File: src/rtl/awg_pkg.sv
package awg_pkg;

   // Number of guarded channels and the flags they produce (upper + lower each)
   localparam int unsigned NUM_WIN  = 2;
   localparam int unsigned NUM_FLAG = 2 * NUM_WIN;
   localparam int unsigned NUM_THR  = 2 * NUM_WIN;

   typedef struct packed {
      logic up;
      logic lo;
   } win_hit_t;

endpackage

File: src/rtl/awg_cmp.sv
module awg_cmp
   import awg_pkg::*;
#(
   parameter int DATA_W = 8
) (
   input  logic              hit_i,
   input  logic [DATA_W-1:0] res_i,
   input  logic [DATA_W-1:0] up_i,
   input  logic [DATA_W-1:0] lo_i,
   output win_hit_t          viol_o
);

   // Asymmetric window: equal to upper is out, equal to lower is in
   always_comb begin
      viol_o.up = hit_i && (res_i >= up_i);
      viol_o.lo = hit_i && (res_i <  lo_i);
   end

endmodule

File: src/rtl/awg_regs.sv
module awg_regs #(
   parameter int DATA_W    = 8,
   parameter int ADDR_W    = 4,
   parameter int NUM_THR   = 4,
   parameter int THR_BASE  = 8,
   parameter int CTRL_ADDR = 0
) (
   input  logic                           clk_i,
   input  logic                           rst_ni,
   input  logic                           wr_i,
   input  logic [ADDR_W-1:0]              addr_i,
   input  logic [DATA_W-1:0]              wdata_i,
   input  logic                           halt_i,
   output logic [NUM_THR-1:0][DATA_W-1:0] thr_o,
   output logic                           pwr_o
);

   generate
      if (THR_BASE + NUM_THR > (1 << ADDR_W)) begin : g_bad_map
         $error("awg_regs: threshold block does not fit the address space");
      end
   endgenerate

   // Limit registers: even index is an upper limit, odd index a lower limit
   generate
      for (genvar j = 0; j < NUM_THR; j++) begin : g_thr
         localparam logic [DATA_W-1:0] RST_VAL = (j % 2 == 0) ? {DATA_W{1'b1}} : {DATA_W{1'b0}};
         always_ff @(posedge clk_i or negedge rst_ni) begin
            if (!rst_ni)
               thr_o[j] <= RST_VAL;
            else if (wr_i && addr_i == ADDR_W'(THR_BASE + j))
               thr_o[j] <= wdata_i;
         end
      end
   endgenerate

   // Power bit, halt has priority over software
   always_ff @(posedge clk_i or negedge rst_ni) begin
      if (!rst_ni)
         pwr_o <= 1'b0;
      else if (halt_i)
         pwr_o <= 1'b0;
      else if (wr_i && addr_i == ADDR_W'(CTRL_ADDR))
         pwr_o <= wdata_i[0];
   end

   p_halt_off_r11: assert property (@(posedge clk_i) disable iff (!rst_ni)
      halt_i |=> !pwr_o);

   p_pwr_write_r10: assert property (@(posedge clk_i) disable iff (!rst_ni)
      (wr_i && !halt_i && addr_i == ADDR_W'(CTRL_ADDR)) |=> (pwr_o == $past(wdata_i[0])));

endmodule

File: src/rtl/awg_settle.sv
module awg_settle #(
   parameter int CYCLES = 16
) (
   input  logic clk_i,
   input  logic rst_ni,
   input  logic pwr_i,
   output logic ready_o
);

   localparam int CNT_W = $clog2(CYCLES + 1);
   localparam logic [CNT_W-1:0] CNT_MAX = CNT_W'(CYCLES);

   generate
      if (CYCLES < 2) begin : g_bad_cycles
         $error("awg_settle: CYCLES must be at least 2");
      end
   endgenerate

   logic [CNT_W-1:0] cnt_q;

   // Counts from the power-on edge and saturates; reloaded while power is off
   always_ff @(posedge clk_i or negedge rst_ni) begin
      if (!rst_ni)
         cnt_q <= '0;
      else if (!pwr_i)
         cnt_q <= '0;
      else if (cnt_q != CNT_MAX)
         cnt_q <= cnt_q + 1'b1;
   end

   assign ready_o = pwr_i && (cnt_q == CNT_MAX);

   p_no_early_ready_r10: assert property (@(posedge clk_i) disable iff (!rst_ni)
      $rose(pwr_i) |-> !ready_o);

   p_ready_stays_r10: assert property (@(posedge clk_i) disable iff (!rst_ni)
      (ready_o && pwr_i) |=> (ready_o || !pwr_i));

endmodule

File: src/rtl/adc_window_guard.sv
module adc_window_guard
   import awg_pkg::*;
#(
   parameter int DATA_W        = 8,
   parameter int ADDR_W        = 4,
   parameter int CHAN_W        = 3,
   parameter int FIRST_CH      = 6,
   parameter int SETTLE_CYCLES = 16,
   parameter int REG_CTRL      = 0,
   parameter int REG_STAT      = 1,
   parameter int REG_CMP       = 4,
   parameter int REG_THR       = 8
) (
   input  logic              clk_i,
   input  logic              rst_ni,
   input  logic              reg_wr_i,
   input  logic [ADDR_W-1:0] reg_addr_i,
   input  logic [DATA_W-1:0] reg_wdata_i,
   output logic [DATA_W-1:0] reg_rdata_o,
   input  logic              res_valid_i,
   input  logic [CHAN_W-1:0] res_chan_i,
   input  logic [DATA_W-1:0] res_data_i,
   input  logic              irq_mask_i,
   input  logic              req_clr_i,
   input  logic              halt_i,
   input  logic              start_i,
   output logic              conv_ready_o,
   output logic              conv_start_o,
   output logic              irq_o
);

   generate
      if (DATA_W < NUM_FLAG) begin : g_bad_width
         $error("adc_window_guard: DATA_W too small for the flag field");
      end
      if (FIRST_CH + NUM_WIN > (1 << CHAN_W)) begin : g_bad_chan
         $error("adc_window_guard: guarded channels exceed channel index range");
      end
   endgenerate

   logic [NUM_THR-1:0][DATA_W-1:0] thr_w;
   logic                           pwr_w;
   logic [NUM_FLAG-1:0]            vio_w;
   logic [NUM_FLAG-1:0]            flags_q;
   logic                           req_q;
   logic                           any_vio;

   awg_regs #(
      .DATA_W   (DATA_W),
      .ADDR_W   (ADDR_W),
      .NUM_THR  (NUM_THR),
      .THR_BASE (REG_THR),
      .CTRL_ADDR(REG_CTRL)
   ) u_regs (
      .clk_i  (clk_i),
      .rst_ni (rst_ni),
      .wr_i   (reg_wr_i),
      .addr_i (reg_addr_i),
      .wdata_i(reg_wdata_i),
      .halt_i (halt_i),
      .thr_o  (thr_w),
      .pwr_o  (pwr_w)
   );

   awg_settle #(
      .CYCLES(SETTLE_CYCLES)
   ) u_settle (
      .clk_i  (clk_i),
      .rst_ni (rst_ni),
      .pwr_i  (pwr_w),
      .ready_o(conv_ready_o)
   );

   // One comparator per guarded channel; channel k flags sit at the top bits
   generate
      for (genvar k = 0; k < NUM_WIN; k++) begin : g_win
         win_hit_t viol;
         logic     hit;
         assign hit = res_valid_i && (res_chan_i == CHAN_W'(FIRST_CH + k));
         awg_cmp #(
            .DATA_W(DATA_W)
         ) u_cmp (
            .hit_i (hit),
            .res_i (res_data_i),
            .up_i  (thr_w[2*k]),
            .lo_i  (thr_w[2*k+1]),
            .viol_o(viol)
         );
         assign vio_w[NUM_FLAG-1-2*k] = viol.up;
         assign vio_w[NUM_FLAG-2-2*k] = viol.lo;
      end
   endgenerate

   assign any_vio = |vio_w;

   // Sticky flags; a request clear also wipes them, new hits on that edge survive
   always_ff @(posedge clk_i or negedge rst_ni) begin
      if (!rst_ni) begin
         flags_q <= '0;
         req_q   <= 1'b0;
      end else if (req_clr_i) begin
         flags_q <= vio_w;
         req_q   <= any_vio;
      end else begin
         flags_q <= flags_q | vio_w;
         req_q   <= req_q | any_vio;
      end
   end

   assign irq_o        = req_q & irq_mask_i;
   assign conv_start_o = start_i & conv_ready_o;

   always_comb begin
      reg_rdata_o = '0;
      if (reg_addr_i == ADDR_W'(REG_CTRL))
         reg_rdata_o[0] = pwr_w;
      else if (reg_addr_i == ADDR_W'(REG_STAT))
         reg_rdata_o[1:0] = {conv_ready_o, req_q};
      else if (reg_addr_i == ADDR_W'(REG_CMP))
         reg_rdata_o = {flags_q, {(DATA_W-NUM_FLAG){1'b0}}};
      else
         for (int j = 0; j < NUM_THR; j++)
            if (reg_addr_i == ADDR_W'(REG_THR + j))
               reg_rdata_o = thr_w[j];
   end

   p_upper_hit_r3: assert property (@(posedge clk_i) disable iff (!rst_ni)
      (res_valid_i && res_chan_i == CHAN_W'(FIRST_CH) && res_data_i >= thr_w[0])
      |=> (flags_q[NUM_FLAG-1] && req_q));

   p_lower_hit_r4: assert property (@(posedge clk_i) disable iff (!rst_ni)
      (res_valid_i && res_chan_i == CHAN_W'(FIRST_CH) && res_data_i < thr_w[1])
      |=> (flags_q[NUM_FLAG-2] && req_q));

   p_other_chan_r2: assert property (@(posedge clk_i) disable iff (!rst_ni)
      (res_valid_i && !req_clr_i && (res_chan_i < CHAN_W'(FIRST_CH))) |=> $stable(flags_q));

   p_in_window_r5: assert property (@(posedge clk_i) disable iff (!rst_ni)
      (res_valid_i && !req_clr_i && res_chan_i == CHAN_W'(FIRST_CH)
       && res_data_i < thr_w[0] && res_data_i >= thr_w[1])
      |=> $stable(flags_q[NUM_FLAG-1 -: 2]));

   p_sticky_r7: assert property (@(posedge clk_i) disable iff (!rst_ni)
      !req_clr_i |=> ((flags_q & $past(flags_q)) == $past(flags_q)));

   p_flag_has_req_r7: assert property (@(posedge clk_i) disable iff (!rst_ni)
      (flags_q != '0) |-> req_q);

   p_clear_r8: assert property (@(posedge clk_i) disable iff (!rst_ni)
      (req_clr_i && !res_valid_i) |=> (flags_q == '0 && !req_q));

endmodule

File: config.mk
export PLATFORM = sky130hd
export DESIGN_NAME = adc_window_guard
export DESIGN_NICKNAME = d
export VERILOG_FILES = /design/src/rtl/awg_pkg.sv /design/src/rtl/awg_cmp.sv /design/src/rtl/awg_regs.sv /design/src/rtl/awg_settle.sv /design/src/rtl/adc_window_guard.sv
export SDC_FILE = /design/constraint.sdc
export NUM_CORES = 1
export LEC_CHECK = 0
export BUFFER_PORTS_ARGS = -buffer_cell sky130_fd_sc_hd__buf_4
export CAP_MARGIN = 25
export CORE_MARGIN = 3
export CORE_UTILIZATION = 45
export CTS_CLUSTER_DIAMETER = 150
export DETAILED_ROUTE_END_ITERATION = 8
export PLACE_DENSITY = 0.74
export SLEW_MARGIN = 20
export SYNTH_ARGS = -nofsm -noshare
export SYNTH_HDL_FRONTEND = slang
export SYNTH_SLANG_ARGS = --single-unit
File: constraint.sdc
create_clock -name clk_i -period 2.29 [get_ports clk_i]
set_input_delay 0.229 -clock clk_i [delete_from_list [all_inputs] [get_ports clk_i]]
set_output_delay 0.229 -clock clk_i [all_outputs]
set_load 0.02 [all_outputs]
# Yosys cells after proc, flatten, opt, wreduce, memory -nomap -nowiden
# Index checks and enable logic that the tools add are counted.
[word_totals] reg_bits=43 output_inout_bits=11 elab_cells=58
[op_classes] addsub=1 order_cmp=4 n_eq_ne=11 mux=15 n_bitwise=4 n_reduce_logical=15
[ops] operator="2-to-1 mux 8 bit" n=5
[ops] operator="== test 4 bit (second input constant)" n=4
[ops] operator=">= comparator 8 bit" n=2
[ops] operator="< comparator 8 bit" n=2
[ops] operator="logical AND 1 bit" n=12
[ops] operator="2-to-1 mux 5 bit" n=2
[ops] operator="2-to-1 mux 7 bit" n=1
[ops] operator="== test 3 bit (second input constant)" n=2
[ops] operator="2-to-1 mux 6 bit" n=1
[ops] operator="adder 5 x 1 -> 5 bit (second input constant)" n=1
[ops] operator="== test 5 bit (second input constant)" n=1
[ops] operator="inequality test 5 bit (second input constant)" n=1
[ops] operator="== test 4 x 1 -> 1 bit (second input constant)" n=1
[ops] operator="== test 4 x 3 -> 1 bit (second input constant)" n=1
[ops] operator="zero test 4 bit" n=1
[ops] operator="2-to-1 mux 1 bit" n=4
[ops] operator="2-to-1 mux 4 bit" n=1
[ops] operator="bitwise OR 4 bit" n=1
[ops] operator="OR reduction 4 bit" n=1
[ops] operator="bitwise AND 1 bit" n=2
[ops] operator="2-to-1 mux 2 bit" n=1
[ops] operator="inequality test 2 x 1 -> 1 bit (second input constant)" n=1
[ops] operator="nonzero test 2 bit" n=1
[ops] operator="bitwise OR 1 bit" n=1

# Logic depth before layout (Yosys ltp)
# Gate-level depths: netlist of the first run.
[logic_depth] depth_word=8 depth_mapped=7 ltp_nobuf=7

# Modules after synthesis
# Synthesis of the first run repeated with hierarchy kept, for this count alone.
[hier_totals] cells_unflattened=267 hier_area_um2=2960.3
[modules_own_cells] module="awg_regs" n_inst=1 cells_each=77 area_per_inst_um2=1318.8 seq_area_each_um2=845.8
[modules_own_cells] module="awg_cmp" n_inst=2 cells_each=50 area_per_inst_um2=371.6 seq_area_each_um2=0.0
[modules_own_cells] module="adc_window_guard" n_inst=1 cells_each=62 area_per_inst_um2=604.3 seq_area_each_um2=125.1
[modules_own_cells] module="awg_settle" n_inst=1 cells_each=28 area_per_inst_um2=294.0 seq_area_each_um2=125.1

# Worst setup path before layout of the first run
# No wires, ideal clock.
[synth_path] kind="register to output" startpoint="register u_settle.cnt_q[0]" endpoint="output reg_rdata_o[1]" t_arrival_ns=1.777 required_ns=2.061 setup_slack_ns=0.284 path_stages_with_launch=6 cell_sequence="dfrtp_1 inv_1 ha_1 nor4bb_1 and2_1 a32o_1"
[synth_via] elab_chain_cells=4
[synth_rtl] item="start, declared" line_no="awg_settle.sv:19" source="logic [CNT_W-1:0] cnt_q;"
[synth_rtl] item="start signal, assigned" line_no="awg_settle.sv:28" source="cnt_q <= cnt_q + 1'b1;"
[synth_rtl] item="== test 5 bit" line_no="awg_settle.sv:31" source="assign ready_o = pwr_i && (cnt_q == CNT_MAX);"
[synth_rtl] item="logical AND 1 bit" line_no="awg_settle.sv:31"
[synth_rtl] item="named net conv_ready_o" line_no="adc_window_guard.sv:27" source="output logic conv_ready_o,"
[synth_rtl] item="2-to-1 mux 2 bit" line_no="adc_window_guard.sv:117" source="else if (reg_addr_i == ADDR_W'(REG_STAT))"
[synth_rtl] item="2-to-1 mux 7 bit" line_no="adc_window_guard.sv:115" source="if (reg_addr_i == ADDR_W'(REG_CTRL))"
[synth_rtl] item="end, declared" line_no="adc_window_guard.sv:19" source="output logic [DATA_W-1:0] reg_rdata_o,"
# The timed path passes the listed nets, and every way through them passes these cells.

# Final worst setup path of the first run
[layout_path] startpoint="register u_settle.cnt_q[0]" endpoint="output reg_rdata_o[1]"
[layout_via] elab_chain_cells=4
[layout_rtl] item="== test 5 bit" line_no="awg_settle.sv:31"
[layout_rtl] item="logical AND 1 bit" line_no="awg_settle.sv:31"
[layout_rtl] item="2-to-1 mux 2 bit" line_no="adc_window_guard.sv:117"
[layout_rtl] item="2-to-1 mux 7 bit" line_no="adc_window_guard.sv:115"
# No other way between the ends.

==> out/qor.txt, run 1 <==
Netlist cell types: 44
Hpwl dp: 5.34 mm
CP Buf/Inv Count: 2
Layout fillers: 509
Total Power: 2.22 mW
Drt pass-1 iters: 5
Placed insts: 394
Hold Path Class: in2reg
Die X: 84.6 um
CP required: 2.06 ns
Num Clock Sinks: 43
RSZ-0062 raised after global routing: false
Final cell count without fillers: 403
TNS Setup: 0 ns
Post-Syn Nets: 343
Leak Pwr: 1.59 nW
CP Cell Sequence: inv_1 -> ha_1 -> nor4bb_1 -> and2_1 -> a32o_1 -> buf_4
Seq/Total Area, Yosys: 39.4%
Most frequent cell after synthesis: inv_1
Max_slew headroom: 60.9%
Primary FF master, synth: dfrtp_1
Area contributors post-synth: dfrtp_1 (24%), dfstp_2 (15%), ha_1 (14%)
Status: finished, final reports clean
Dpl ws: 0.470 ns
Max VDD drop: 0.000339 V
Critical path class: reg2out
Later-pin clock latency in the skew report: 0.29 ns
Initial Utilization: 48.4%
Max stage delay on crit path: 0.43 ns
Worst-Margin Slew: 0.586 ns
FF/Latch Area: 0.00110 sq mm
CTS tree: yes
Largest net degree at the start of global routing: 44
Top Ports: 42
Area after DPL: 0.00320 sq mm
Gp weighted congestion: 0.965
Seq cells post-synth: 43
Max Clk Rate: 498 MHz
H-tree depth: 2
Post-synth EDFFs: 0
Worst Hold Slack: 0.0724 ns
Share of cells above drive strength 1: 26.3%
Port-buffer cells: 41
Vias per cell: 5.48
CTS Root Cell: clkbuf_8
Footprint of the multi-input gates: 0.00150 sq mm
Antenna-violating nets left: 0
CTS buffer count: 5
Final instance area: 0.00329 sq mm
Crit path DAT: 1.78 ns
Vias: 2,207
First-pass GRT wire length: 11.3 mm
Hold Vio Cnt, Final: 0
Critical Path Fanout Max: 4
Initial antenna violation count: 0
Crit path capture type: output port
Detailed Route Iter0 Violations: 168
Async SR Flop Fraction: 100%
Synthesized area: 0.00278 sq mm
Final core occ: 57.2%
Gr usage total: 20.0%
Clock tree buffer depth: 2
Synth-to-layout area growth: 18.3%
Core area: 0.00574 sq mm
Skew final: 0.00262 ns
Minimum clock period: 2.01 ns
Diodes inserted: 0
Pwr Density: 674 mW/mm^2
CP startpoint kind: flip-flop
Post-synth top cells: inv_1 (39), ha_1 (32), o21ai_0 (32), nand2_1 (31), dfrtp_1 (27)
Worst path slowest cell: dfrtp_1
Final wirelength: 6.81 mm
Drt wl/cell: 16.9 um
# resized after CTS: 0
Warning count from the yosys run: 0
CTS clk-pin slew, worst paths: 0.08 ns
Final setup violation count: 0
Cells after Synth: 280
Synth area leader: dfrtp_1
Grt total ovfl: 0
Mapped Avg Cell Area: 9.92 sq um
Synth top area share: 24.3%
Slew Limit Fails: 0
Vias in the first global route: 2,258
Die Y: 84.6 um
Crit path setup slack, layout: 0.282 ns
Core Rows: 27
Die area: 0.00715 sq mm
Delay-heaviest family, CP: simple AND/OR/NAND/NOR gates
Nets: 393
DRC violations left: 0
Fin crit share: 87.7%
Max_cap viols: 0
==> path summary, 6_finish.rpt <==
path	start	end	slack, ns	cells after the start
hold reg to reg	u_regs.thr_o[21]	u_regs.thr_o[21]	0.51	2
setup reg to reg	u_regs.thr_o[0]	req_q	0.46	6
min in group asynchronous	rst_ni	u_regs.thr_o[13]	0.46	2
hold / removal	halt_i	u_regs.pwr_o	0.07	2
setup / recovery	u_settle.cnt_q[0]	reg_rdata_o[1]	0.28	6
max in group asynchronous	rst_ni	u_regs.thr_o[19]	1.45	2
==> placed cells by master (no fill, tap or decap), types with 2 or more instances in the layout <==
master     netlist  layout
clkbuf_1         1       3
clkbuf_8         0       5
a2111oi_0        2       2
nor2b_1          2       2
buf_4            0      49
a211oi_1         3       3
nor3_1           4       4
xnor2_1          3       3
mux2_4           8       8
nand4_1          4       4
mux2i_1         10      10
mux4_2           4       4
a21oi_1          5       5
o211ai_1         2       2
nor2_1          11      11
inv_1           39      39
o221ai_1         4       4
nand2b_1         3       3
dfrtp_1         27      27
mux2_2           2       2
dfstp_2         16      16
a211o_1          2       2
o21ai_0         32      32
ha_1            32      32
and2_1           7       7
nand3_1          3       3
nand2_1         31      31
==> registers in the layout (all words and copies together), names as in the netlist <==
register        flops
u_regs.pwr_o        1
u_settle.cnt_q      5
req_q               1
u_regs.thr_o       32
flags_q             4
==> layout make-up <==
| class | count | share of cell area [%] |
|---|---|---|
| Inverter | 39 | 4.45 |
| Clock buffer | 8 | 2.44 |
| Tap cell | 72 | 2.74 |
| Multi-Input combinational cell | 191 | 45.5 |
| Sequential cell | 43 | 33.3 |
| Timing Repair Buffer | 50 | 11.5 |
==> what timing repair did <==
action,CTS,global route
hold buffers,1,0
buffers inserted,0,0
endpoints found under the hold margin,27,0
==> worst register-to-register path: cells and delay by family (launching register included) <==
| family | cells | cell delay [ns] |
|---|---|---|
| adder cells (fa/ha/maj) | 1 | 0.22 |
| AND/OR/NAND/NOR | 3 | 0.33 |
| flip-flops | 1 | 0.55 |
| AO/OA/AOI/OAI | 2 | 0.59 |
==> routing by layer <==
layer	GRT usage [%]	up-vias	part of all wire (%)
met3	4.71	10	8.2
met5	0	-	0
met1	28.3	1059	44
met2	31.1	66	46
li1	-	1072	-
met4	5.04	0	1.5
==> cell families (layout without fill, tap and decap cells) <==
logic type | after synthesis | after routing | synth area share, %
xor+xnor | 4 | 4 | 1.26
simple gates | 74 | 74 | 13.6
mux | 24 | 24 | 12.0
compound gates | 57 | 57 | 12.6
flops | 43 | 43 | 39.4
buf+inv | 46 | 97 | 6.71
fa+ha+maj | 32 | 32 | 14.4
==> power by group <==
part	internal (mW)	switching [mW]	total, mW
clock network	0.217	0.250	0.467
logic	0.335	0.366	0.701
registers	0.951	0.0959	1.05
total	1.50	0.712	2.22
No activity file was read; power rests on OpenSTA's default activity.
==> run 2, diff against run 1 <==
--- a/config.mk
+++ b/config.mk
@@ -12,6 +12,7 @@
 export CTS_CLUSTER_DIAMETER = 150
 export DETAILED_ROUTE_END_ITERATION = 8
 export PLACE_DENSITY = 0.74
+export REMOVE_ABC_BUFFERS = 1
 export SLEW_MARGIN = 20
 export SYNTH_ARGS = -nofsm -noshare
 export SYNTH_HDL_FRONTEND = slang
==> run 2 against run 1 <==
Net effect:
- clock-buffer cell count fell by 3
- first-iteration DRC count is 13% lower
- die area stayed put
- critical path type unchanged
- critical endpoint unchanged
- largest cell class unchanged
==> out/qor.txt, run 2 (synthesized netlist as in run 1, its figures left out) <==
Critical Path Fanout Max: 4
Vias: 2,176
Logic pwr share: 29.5%
Crit path DAT: 1.78 ns
CTS tree: yes
DRC violations left: 0
Max reg flops: 32
Leak Pwr: 1.59 nW
Crit path capture type: output port
Hold_sp: halt_i
Sw power: 0.716 mW
Worst-Margin Slew: 0.553 ns
Die X: 84.6 um
Num Clock Sinks: 43
Critical path class: reg2out
Largest registers: u_regs.thr_o: 32 flops, u_settle.cnt_q: 5 flops, flags_q: 4 flops
CTS Root Cell: clkbuf_8
Max_slew headroom: 63.1%
Nets: 390
Core Rows: 27
Port-buffer cells: 41
Clock tree buffer depth: 2
Diodes inserted: 0
Slew Limit Fails: 0
CP startpoint kind: flip-flop
Share of cells above drive strength 1: 26.5%
Layout fillers: 508
Hold Vio Cnt, Final: 0
Max Clk Rate: 499 MHz
Vias per cell: 5.44
Hpwl dp: 4.97 mm
Largest net degree at the start of global routing: 44
Gr usage total: 19.7%
Die Y: 84.6 um
First-pass GRT wire length: 11.3 mm
Gp weighted congestion: 0.901
Final cell count without fillers: 400
Vias in the first global route: 2,332
Postcts setup bufs: 0
Hold Path Class: in2reg
Minimum clock period: 2.00 ns
TNS Setup: 0 ns
Int Power: 1.61 mW
Synth-to-layout area growth: 18.6%
Grt total ovfl: 0
Launch point of the worst reg-to-reg path: u_regs.thr_o[0]
Skew final: 0.0127 ns
H-tree depth: 2
Initial Utilization: 48.4%
Net Sw Frac: 30.8%
Worst setup startpoint: u_settle.cnt_q[0]
CP required: 2.06 ns
Final setup violation count: 0
Max_cap viols: 0
Die area: 0.00715 sq mm
Pwr Density: 705 mW/mm^2
Detailed Route Iter0 Violations: 147
RSZ-0062 raised after global routing: false
Final wirelength: 6.45 mm
Highest-count cells in the layout ignoring fill and taps: buf_4 (46), inv_1 (39), o21ai_0 (32), ha_1 (32), nand2_1 (31)
Top reg by flops: u_regs.thr_o
Core area: 0.00574 sq mm
Clock power frac: 25.9%
CTS clk-pin slew, worst paths: 0.09 ns
Top Ports: 42
Later-pin clock latency in the skew report: 0.30 ns
Max VDD drop: 0.000349 V
Drt pass-1 iters: 5
Drt wl/cell: 16.1 um
CTS buffer count: 5
Placed insts: 391
Seq pwr share: 44.6%
Antenna-violating nets left: 0
Initial antenna violation count: 0
Most common cell after layout, fill and taps aside: buf_4
Status: finished, final reports clean
Fin crit share: 87.5%
-- run 2: metrics by stage --
step | total power [mW] | hold WS (ns) | instance area [sq um] | utilization, % | setup WS, ns
after floorplan | 1.48 | -0.0666 | 2740 | - | 0.284
after global placement | 1.71 | 0.248 | 3170 | 55.3 | 0.474
after detailed placement | 1.73 | 0.250 | 3170 | 55.3 | 0.440
after CTS | 2.34 | 0.0656 | 3300 | 57.4 | 0.275
after global routing | 2.49 | 0.0535 | 3300 | 57.4 | 0.215
final | 2.32 | 0.0667 | 3300 | 57.4 | 0.286
-- run 2: final cells by class --
| type | instances | area, sq um | share of cell area, % |
|---|---|---|---|
| Clock buffer | 5 | 68.8 | 2.09 |
| Inverter | 39 | 146 | 4.44 |
| Timing Repair Buffer | 47 | 355 | 10.8 |
| Tap cell | 72 | 90.1 | 2.73 |
| Multi-Input combinational cell | 191 | 1500 | 45.4 |
| Clock inverter | 3 | 43.8 | 1.33 |
| Sequential cell | 43 | 1100 | 33.2 |
-- run 2: what timing repair did --
action | 4_1_cts | 5_1_grt
hold endpoints to repair | 27 | 0
hold buffers | 1 | 0
resized for setup | 0 | 0
setup endpoints to repair | 0 | 0
-- run 2: final timing paths --
check	endpoint	slack (ns)	cells after the start
min in group asynchronous	u_regs.pwr_o	0.45	2
hold reg to reg	flags_q[2]	0.51	1
hold / removal	u_regs.pwr_o	0.07	2
setup / recovery	reg_rdata_o[1]	0.29	6
max in group asynchronous	u_regs.thr_o[23]	1.45	2
setup reg to reg	req_q	0.44	6
-- run 2: critical path: stages (launching register included) --
cell	delay (ns)
dfrtp_1	0.43
inv_1	0.08
ha_1	0.14
nor4bb_1	0.30
and2_1	0.21
a32o_1	0.17
buf_4	0.14
-- run 2: power groups by stage --
stage	combinational, mW	sequential, mW	clock, mW
after global routing	0.786	1.06	0.646
after floorplan	0.460	1.02	0
after global placement	0.663	1.05	0
final	0.685	1.04	0.601
after detailed placement	0.682	1.05	0
after CTS	0.691	1.04	0.612
-- run 2: layer usage --
metal	vias up	part of all wire (%)	global-route usage, %
li1	1071	-	-
met1	1031	46	26.8
met2	63	45	30.6
met3	11	6.3	5.10
met4	0	2.1	6.76
met5	-	0	0
==> run 3, diff against run 2 <==
--- a/config.mk
+++ b/config.mk
@@ -5,13 +5,13 @@
 export SDC_FILE = /design/constraint.sdc
 export NUM_CORES = 1
 export LEC_CHECK = 0
-export BUFFER_PORTS_ARGS = -buffer_cell sky130_fd_sc_hd__buf_4
+export BUFFER_PORTS_ARGS = -buffer_cell sky130_fd_sc_hd__buf_2
 export CAP_MARGIN = 25
 export CORE_MARGIN = 3
 export CORE_UTILIZATION = 45
 export CTS_CLUSTER_DIAMETER = 150
 export DETAILED_ROUTE_END_ITERATION = 8
-export PLACE_DENSITY = 0.74
+export PLACE_DENSITY = 0.63
 export REMOVE_ABC_BUFFERS = 1
 export SLEW_MARGIN = 20
 export SYNTH_ARGS = -nofsm -noshare
==> run 3 against run 2 <==
Net effect:
- flip-flop and latch count stayed put
- clock power increased by 4.5%
- via count is 1.5% lower
- cell count grew 0.50%
- register-to-register slack better by 0.03 ns
- setup slack lost 0.063 ns
- critical path type unchanged
- largest power group unchanged
==> out/qor.txt, run 3 (synthesized netlist as in run 1, its figures left out) <==
CTS Root Cell: clkbuf_8
Highest-count cells in the layout ignoring fill and taps: buf_2 (41), inv_1 (39), o21ai_0 (32), ha_1 (32), nand2_1 (31)
Synth-to-layout area growth: 15.7%
Layout fillers: 529
RSZ-0062 raised after global routing: false
Net Sw Frac: 30.8%
Hpwl dp: 5.19 mm
Max_slew headroom: 61.1%
Vias: 2,144
Vias in the first global route: 2,158
CP startpoint kind: flip-flop
Nets: 392
Hold Path Class: in2reg
Grt total ovfl: 0
Clock power frac: 26.9%
Crit path DAT: 1.84 ns
Hold Vio Cnt, Final: 0
Int Power: 1.62 mW
Critical path class: reg2out
Final setup violation count: 0
Critical Path Fanout Max: 5
Minimum clock period: 2.07 ns
Crit path capture type: output port
CTS clk-pin slew, worst paths: 0.08 ns
Launch point of the worst reg-to-reg path: u_regs.thr_o[0]
Detailed Route Iter0 Violations: 82
Top reg by flops: u_regs.thr_o
Initial antenna violation count: 0
Drt pass-1 iters: 4
Diodes inserted: 0
Port-buffer cells: 41
Sw power: 0.719 mW
Max Clk Rate: 484 MHz
Die X: 84.6 um
H-tree depth: 2
Pwr Density: 726 mW/mm^2
CTS tree: yes
Status: finished, final reports clean
FF/Latch Area: 0.00110 sq mm
Worst Hold Slack: 0.0751 ns
Most common cell after layout, fill and taps aside: buf_2
Die Y: 84.6 um
Seq pwr share: 44.7%
Hold_sp: halt_i
TNS Setup: 0 ns
Gr usage total: 19.3%
Worst setup startpoint: u_settle.cnt_q[0]
Die area: 0.00715 sq mm
Slew Limit Fails: 0
Footprint of the multi-input gates: 0.00150 sq mm
CTS buffer count: 5
Antenna-violating nets left: 0
Max VDD drop: 0.000427 V
# resized after CTS: 0
Skew final: 0.00423 ns
Num Clock Sinks: 43
Share of cells above drive strength 1: 27.0%
Fin crit share: 90.3%
Vias per cell: 5.33
First-pass GRT wire length: 11.0 mm
Gp weighted congestion: 0.846
Largest registers: u_regs.thr_o: 32 flops, u_settle.cnt_q: 5 flops, flags_q: 4 flops
Largest net degree at the start of global routing: 26
Final wirelength: 6.64 mm
Max_cap viols: 0
DRC violations left: 0
Top Ports: 42
Core area: 0.00574 sq mm
Later-pin clock latency in the skew report: 0.30 ns
Leak Pwr: 1.58 nW
Max reg flops: 32
CP required: 2.06 ns
Logic pwr share: 28.4%
Core Rows: 27
Initial Utilization: 48.4%
Worst-Margin Slew: 0.584 ns
Drt wl/cell: 16.5 um
Clock tree buffer depth: 2
## run 3: cell count changes in the layout (fill, tap and decap cells not counted)
cell and delta:
clkbuf_8 +1, buf_2 +41, buf_4 -39, clkinv_4 -1
## run 3: final timing paths
check	cells after the start	to	slack [ns]
setup / recovery	7	reg_rdata_o[1]	0.22
setup reg to reg	6	req_q	0.47
min in group asynchronous	2	u_regs.thr_o[9]	0.40
max in group asynchronous	3	u_regs.thr_o[6]	1.14
hold / removal	2	u_regs.pwr_o	0.08
hold reg to reg	1	flags_q[2]	0.51
## run 3: what timing repair did
| action | in CTS | in global routing |
|---|---|---|
| buffers inserted | 0 | 0 |
| endpoints found under the hold margin | 14 | 0 |
| setup endpoints to repair | 0 | 0 |
| hold buffers | 1 | 0 |
## run 3: final cells by class
cell class                      instances  area share (%)
Sequential cell                        43            34.1
Inverter                               39            4.55
Clock buffer                            6            2.57
Tap cell                               72            2.80
Timing Repair Buffer                   49            8.33
Clock inverter                          2            1.09
Multi-Input combinational cell        191            46.6
## run 3: critical path: stages, from the launching register on
cell and delay (ns):
dfrtp_1 0.43, inv_1 0.07, ha_1 0.14, nor4bb_1 0.21, buf_4 0.19, and2_1 0.15
a32o_1 0.18, buf_2 0.17
## run 3: power by group through the flow
stage          clock [mW]  sequential, mW  combinational [mW]
2_1_floorplan           0            1.02               0.460
3_3_place_gp            0            1.05               0.653
3_5_place_dp            0            1.06               0.664
4_1_cts             0.640            1.04               0.669
5_1_grt             0.661            1.06               0.766
6_report            0.628            1.04               0.663
## run 3: through the flow
step                setup WS [ns]  cell area, sq um  cells  total power [mW]  util, %
finish                      0.223              3210    402              2.33     56.0
global route               0.0930              3210    402              2.49     56.0
CTS                         0.200              3210    402              2.35     56.0
detailed placement          0.417              3090    393              1.72     53.7
global placement            0.463              3090    393              1.70     53.7
floorplan                   0.284              2740    273              1.48        -
## run 3: per-layer routing
metal,track usage (%),wire (um)
met5,0,0
met3,2.75,212
met2,31.5,3090
met4,4.89,74
met1,27.1,3270
